File: config.mk
export PLATFORM = sky130hd
export DESIGN_NAME = spim_ctrl
export DESIGN_NICKNAME = d
export VERILOG_FILES = /design/src/rtl/spim_pkg.sv /design/src/rtl/spim_fifo.sv /design/src/rtl/spim_shift.sv /design/src/rtl/spim_ctrl.sv
export SDC_FILE = /design/constraint.sdc
export NUM_CORES = 1
export LEC_CHECK = 0
export BUFFER_PORTS_ARGS = -buffer_cell sky130_fd_sc_hd__buf_2
export CORE_ASPECT_RATIO = 1.4
export CORE_MARGIN = 1.5
export CORE_UTILIZATION = 40
export DETAILED_ROUTE_END_ITERATION = 8
export HOLD_SLACK_MARGIN = 0.1
export SETUP_SLACK_MARGIN = 0.15
export SLEW_MARGIN = 20
export SYNTH_ARGS = -nofsm -noshare
export SYNTH_HDL_FRONTEND = slang
export SYNTH_SLANG_ARGS = --single-unit
File: constraint.sdc
create_clock -name clk -period 2.51 [get_ports clk]
set_clock_uncertainty 0.15 [all_clocks]
set_input_delay 0.3765 -clock clk [delete_from_list [all_inputs] [get_ports clk]]
set_output_delay 0.3765 -clock clk [all_outputs]
set_load 0.02 [all_outputs]
File: src/rtl/spim_pkg.sv
// Shared constants and types for the queued SPI master.
// Assumes 8-bit frames throughout.
package spim_pkg;
    localparam int FRAME_W = 8;
    typedef logic [FRAME_W-1:0] frame_t;
endpackage

File: src/rtl/spim_fifo.sv
// Circular byte queue that can take up to two entries per edge.
// Entry A is stored if one slot is free. Entry B is stored only together
// with A, and only if two slots are free. Fullness is judged on the count
// before the edge; a pop on the same edge is not credited.
// Assumes DEPTH is a power of two and at least 2.
module spim_fifo #(
    parameter int DEPTH = 4,
    parameter int W     = 8
) (
    input  logic             clk,
    input  logic             rst_n,
    input  logic             push_a,
    input  logic [W-1:0]     data_a,
    input  logic             push_b,
    input  logic [W-1:0]     data_b,
    input  logic             pop,
    output logic [W-1:0]     head,
    output logic [$clog2(DEPTH):0] count
);
    localparam int AW = $clog2(DEPTH);
    localparam int CW = AW + 1;

    logic [W-1:0]  mem [DEPTH];
    logic [AW-1:0] wptr, rptr;
    logic [CW-1:0] cnt;
    logic          acc_a, acc_b, take;

    // decide which pushes and pops take effect this edge
    always_comb begin
        acc_a = push_a && (cnt < CW'(DEPTH));
        acc_b = push_b && acc_a && (cnt <= CW'(DEPTH - 2));
        take  = pop && (cnt != '0);
    end

    // storage write, no reset needed
    always_ff @(posedge clk) begin
        if (acc_a) mem[wptr] <= data_a;
        if (acc_b) mem[wptr + AW'(1)] <= data_b;
    end

    // pointers and occupancy
    always_ff @(posedge clk) begin
        if (!rst_n) begin
            wptr <= '0;
            rptr <= '0;
            cnt  <= '0;
        end else begin
            wptr <= wptr + AW'(acc_a) + AW'(acc_b);
            rptr <= rptr + AW'(take);
            cnt  <= cnt + CW'(acc_a) + CW'(acc_b) - CW'(take);
        end
    end

    assign head  = mem[rptr];
    assign count = cnt;

    p_no_overflow_r5: assert property (@(posedge clk) disable iff (!rst_n)
        cnt <= CW'(DEPTH));

    p_pop_empty_r8: assert property (@(posedge clk) disable iff (!rst_n)
        (cnt == '0 && pop && !push_a) |=> (cnt == '0));
endmodule

File: src/rtl/spim_shift.sv
// Mode-0 shift engine: SCK idles low, MISO is captured on rising SCK and
// MOSI advances on falling SCK, MSB first. A half-period counter divides
// the system clock by DIV. A new byte is taken when idle, or on the edge
// that ends the current frame, so queued frames run back to back.
// Assumes DIV is even and at least 4.
module spim_shift
    import spim_pkg::*;
#(
    parameter int DIV = 128
) (
    input  logic   clk,
    input  logic   rst_n,
    input  logic   ld_ok,
    input  frame_t ld_data,
    output logic   ld_take,
    input  logic   miso,
    output logic   sck,
    output logic   mosi,
    output logic   busy,
    output logic   rx_valid,
    output frame_t rx_byte
);
    localparam int HALF = DIV / 2;
    localparam int CW   = $clog2(HALF);
    localparam int BW   = $clog2(FRAME_W);

    logic [CW-1:0] hcnt;
    logic [BW-1:0] bitn;
    logic          sck_q, busy_q, half_end, done;
    frame_t        tsh, rsh;

    // end-of-half-period and end-of-frame decode
    always_comb begin
        half_end = busy_q && (hcnt == CW'(HALF - 1));
        done     = half_end && sck_q && (bitn == BW'(FRAME_W - 1));
        ld_take  = ld_ok && (!busy_q || done);
    end

    // divider, bit counter and shift registers
    always_ff @(posedge clk) begin
        if (!rst_n) begin
            busy_q <= 1'b0;
            sck_q  <= 1'b0;
            hcnt   <= '0;
            bitn   <= '0;
            tsh    <= '0;
            rsh    <= '0;
        end else if (ld_take) begin
            busy_q <= 1'b1;
            sck_q  <= 1'b0;
            hcnt   <= '0;
            bitn   <= '0;
            tsh    <= ld_data;
        end else if (done) begin
            busy_q <= 1'b0;
            sck_q  <= 1'b0;
            hcnt   <= '0;
        end else if (half_end) begin
            hcnt  <= '0;
            sck_q <= !sck_q;
            if (!sck_q) begin
                rsh <= {rsh[FRAME_W-2:0], miso};
            end else begin
                bitn <= bitn + BW'(1);
                tsh  <= {tsh[FRAME_W-2:0], 1'b0};
            end
        end else if (busy_q) begin
            hcnt <= hcnt + CW'(1);
        end
    end

    assign sck      = sck_q;
    assign mosi     = busy_q && tsh[FRAME_W-1];
    assign busy     = busy_q;
    assign rx_valid = done;
    assign rx_byte  = rsh;

    p_sck_idle_r3: assert property (@(posedge clk) disable iff (!rst_n)
        !busy_q |-> !sck_q);

    p_mosi_hold_r3: assert property (@(posedge clk) disable iff (!rst_n)
        (busy_q && $past(busy_q) && !($past(sck_q) && !sck_q)) |-> $stable(mosi));
endmodule

File: src/rtl/spim_ctrl.sv
// Queued full-duplex SPI master: a transmit queue filled by byte or
// halfword writes (low byte first), a mode-0 shift engine, and a receive
// queue popped by reads. Status flags are decoded from queue occupancy.
// Assumes wr_byte and wr_half are never asserted together.
module spim_ctrl
    import spim_pkg::*;
#(
    parameter int DEPTH = 4,
    parameter int DIV   = 128
) (
    input  logic        clk,
    input  logic        rst_n,
    input  logic        wr_byte,
    input  logic        wr_half,
    input  logic [15:0] wdata,
    input  logic        rd,
    input  logic        rx_thr_one,
    input  logic        miso,
    output logic [7:0]  rdata,
    output logic        sck,
    output logic        mosi,
    output logic        txe,
    output logic        rxne,
    output logic        bsy,
    output logic        ovr
);
    localparam int CW = $clog2(DEPTH) + 1;

    logic [CW-1:0] tx_cnt, rx_cnt;
    frame_t        tx_head, rx_byte;
    logic          tx_pop, rx_valid, busy, ovr_q;

    spim_fifo #(.DEPTH(DEPTH), .W(FRAME_W)) u_txq (
        .clk(clk), .rst_n(rst_n),
        .push_a(wr_byte | wr_half), .data_a(wdata[7:0]),
        .push_b(wr_half), .data_b(wdata[15:8]),
        .pop(tx_pop), .head(tx_head), .count(tx_cnt)
    );

    spim_shift #(.DIV(DIV)) u_eng (
        .clk(clk), .rst_n(rst_n),
        .ld_ok(tx_cnt != '0), .ld_data(tx_head), .ld_take(tx_pop),
        .miso(miso), .sck(sck), .mosi(mosi), .busy(busy),
        .rx_valid(rx_valid), .rx_byte(rx_byte)
    );

    spim_fifo #(.DEPTH(DEPTH), .W(FRAME_W)) u_rxq (
        .clk(clk), .rst_n(rst_n),
        .push_a(rx_valid), .data_a(rx_byte),
        .push_b(1'b0), .data_b('0),
        .pop(rd), .head(rdata), .count(rx_cnt)
    );

    // sticky record of a received byte lost to a full queue
    always_ff @(posedge clk) begin
        if (!rst_n)                                ovr_q <= 1'b0;
        else if (rx_valid && rx_cnt == CW'(DEPTH)) ovr_q <= 1'b1;
    end

    // status decode from occupancy
    always_comb begin
        txe  = tx_cnt < CW'(DEPTH / 2);
        rxne = rx_thr_one ? (rx_cnt >= CW'(1)) : (rx_cnt >= CW'(2));
        bsy  = busy || (tx_cnt != '0);
        ovr  = ovr_q;
    end

    p_ovr_sticky_r9: assert property (@(posedge clk) disable iff (!rst_n)
        ovr_q |=> ovr_q);

    p_sck_in_frame_r10: assert property (@(posedge clk) disable iff (!rst_n)
        sck |-> bsy);
endmodule

==> key figures <==
Global route
  • Initial antenna violation count: 0
  • All-Layer GR Usage: 15.24%
  • First-pass GRT wire length: 14.41 mm
  • Pin count of the biggest net entering global routing: 20
  • Number of global-route vias before repair: 2965
  • GRT overflow: 0

Layout
  • Core occupancy in the finished layout: 49.38%
  • Syn-to-layout area delta: 19.45%
  • Commonest non-fill, non-tap cells in the layout: 64 x edfxtp_1, 39 x dfxtp_1, 36 x buf_2
  • Commonest non-fill, non-tap cell in the layout: edfxtp_1
  • N_diodes: 0
  • Ratio of cells with drive above 1 in the final layout: 38.97%
  • Layout Nets: 424
  • Post-route cell area: 0.005655 mm2

Drt
  • WL met1: 3.557 mm
  • Wirelength, routed: 8.767 mm
  • Highest Signal Layer: met4
  • Vias: 2717
  • Avg WL per Cell: 16.42 um
  • DR vias/cell: 5.088
  • Detail Route met2 WL: 4.875 mm
  • DRC viols: 0
  • Routed Antenna Nets: 0
  • Detail Route met3 WL: 200 um
  • Initial DRC Count: 60
  • First-pass iteration count of the detailed router: 4

Yosys
  • Cell variety after synth: 46
  • EDFF count, synth: 64
  • Main combinational cell family by area after synthesis: multiplexers
  • Mux cell area share after synthesis: 19.03%
  • Synth Instances: 326
  • FFs w/ async S/R, synth: 0%
  • Area contributors post-synth: edfxtp_1 41%, dfxtp_1 18%, mux2_2 7.6%
  • Seq/Total Area, Yosys: 58.35%
  • Top FF cell, synth: edfxtp_1
  • Synth Area in Compound Gates: 4.387%
  • Synth warn: 0
  • Post-synthesis adder-cell area fraction: 4.863%
  • Post-Synth XOR/XNOR Area: 2.035%
  • Syn Nets: 365
  • Top-area cell type share of the netlist area: 40.59%
  • Seq cells post-synth: 106
  • Simple-Gate Fraction of Synth Area: 8.800%
  • Area leader, netlist: edfxtp_1
  • Synth Cell Area: 0.004735 mm2
  • Mean Syn Cell Area: 14.52 um2

Critical path
  • Worst setup EP type: flop
  • Critical path class: reg2reg
  • Worst-path cell chain: ha_4 > ha_4 > nand4_1 > o21ai_2 > nand2b_1 > inv_4 > ha_4 > inv_2 > fa_2 > fa_2 > and2_1
  • Slowest stage cell, crit path: fa_2
  • Worst EP required: 2650 ps
  • Crit Path Max Fanout: 2
  • Worst Path Buf+Inv: 2
  • Critical Path Source Type: flop
  • Most frequent CP cell: ha_4
  • Worst EP arrival: 2630 ps
  • Biggest cell delay along the critical path: 510 ps
  • Crit-path leading delay family: adder cells

Timing
  • Max frequency: 402.0 MHz
  • Slew headroom: 56.86%
  • Final Cycle Share: 99.12%
  • Final number of setup-violating endpoints: 0
  • Post-route setup slack: 22.17 ps
  • Hold Vio Cnt, Final: 0
  • Period minus WS final: 2488 ps
  • Slew @ Worst Pin: 646.2 ps
  • Slew Limit Fails: 0
  • RSZ-0062 raised after global routing: true

Clock tree
  • Clock Pin Slew Worst Setup and Hold Paths: 70 ps
  • CTS tree: built
  • Hold buffer count at cts: 0
  • Clk Latency, worst-skew pair: 350 ps
  • H-tree depth: 3
  • Root Buffer: clkbuf_16
  • Num CTS Buffers: 9
  • Clock sinks: 106
  • Clk buf depth: 2

Placement
  • Hpwl dp: 6.128 mm
  • I/O Buffers: 36
  • Setup WS pre-CTS: -22.05 ps
  • Gpl congestion: 0.8041
  • Area after DPL: 0.005251 mm2

Power and ir drop
  • Leak: 0.002056 uW
  • Power Density: 1021 mW/mm2
  • Worst vdd ir: 0.0004876 V

Die
  • CORE AREA: 0.01145 mm2
  • Num ports: 37
  • Starting Density: 41.34%
  • # rows: 46
  • Die H: 131.7 um
  • Die width: 94.95 um
  • Die area: 0.01251 mm2

Worst hold path
  • Hold Crit Class: in2reg

Run
  • Max-cap violations: 0

Status
  • Outcome: complete, no violations
power by group:
part | switching, uW | internal, uW | total [uW] | leakage (uW)
Sequential | 246 | 2230 | 2470 | 0.000930
Clock | 663 | 958 | 1620 | 0.000174
Combinational | 837 | 841 | 1680 | 0.000952
Total | 1750 | 4030 | 5770 | 0.00206
per-stage QoR:
stage | total power [uW] | TNS, ps | std cells | hold slack [ps]
2_1_floorplan | 3687 | -90.83 | 326 | 306.9
3_3_place_gp | 4147 | 0 | 514 | 310.3
3_5_place_dp | 4191 | -22.05 | 514 | 320.7
4_1_cts | 5846 | 0 | 534 | 129.0
5_1_grt | 6135 | -101.8 | 534 | 130.9
6_report | 5773 | 0 | 534 | 130.5
synth_stat cells, types with 2 or more instances:
master / count
mux4_2: 16
and2_1: 9
o21ai_2: 2
xnor2_1: 6
nor3_1: 9
buf_4: 3
a211oi_1: 7
mux2i_1: 18
nand4_1: 3
ha_1: 12
nand3_1: 2
nand2b_1: 2
dfxtp_1: 42
edfxtp_1: 64
inv_1: 13
o21a_1: 2
nor2_1: 29
nand2_1: 6
buf_2: 3
fa_1: 4
a21oi_1: 4
clkbuf_1: 8
nor2b_1: 2
o31ai_1: 2
mux2_2: 32
o221ai_1: 2
xor2_1: 5
sequential cells by signal, summed over array words and instances (netlist names):
name and count:
ovr 1, u_eng.bitn 3, u_eng.tsh 8, u_rxq.wptr 2, u_rxq.rptr 2, u_eng.hcnt 6, u_txq.wptr 2, u_rxq.mem 32
u_txq.mem 32, u_eng.rx_byte 8, u_rxq.count 3, u_eng.busy 1, u_eng.sck 1, u_txq.count 3, u_txq.rptr 2
what timing repair did:
item                                    CTS  global route
hold endpoints to repair                  0             0
pin swaps                                 4             1
endpoints found under the setup margin   18            34
resized for setup                         1             4
setup buffers                             4             0
final timing paths:
path	cells after the start	slack [ps]	from	to
hold / removal	3	130	miso	u_eng.rx_byte[0]
setup reg to reg	11	20	u_eng.bitn[0]	u_txq.count[1]
setup / recovery	11	20	u_eng.bitn[0]	u_txq.count[1]
hold reg to reg	2	330	ovr	ovr
logic make-up after synthesis:
kind of cell,after synthesis
compound gates,25
xor+xnor,11
fa+ha+maj,16
buf+inv,28
flops,106
mux,66
simple gates,74
worst register-to-register path, delay by kind of cell (launching register included):
kind / cells / cell delay, ps
AO/OA/AOI/OAI: 1 / 70
adder cells (fa/ha/maj): 5 / 1420
AND/OR/NAND/NOR: 3 / 370
buffers and inverters: 2 / 90
flip-flops: 1 / 340
cell type report:
| type | count | area [um2] |
|---|---|---|
| clock buffer | 10 | 250.2 |
| clock inverter | 6 | 102.6 |
| fill | 966 | 5798 |
| inverter | 13 | 51.30 |
| multi-input combinational | 192 | 1922 |
| sequential | 106 | 2766 |
| tap | 144 | 180.2 |
| timing repair buffer | 63 | 382.9 |
metal layers:
metal	vias up	GRT usage (%)
li1	1332	-
met3	11	2.546
met2	34	28.13
met5	-	0
met4	0	6.551
met1	1340	16.60
Note: power is estimated with default switching activity, not from simulation.
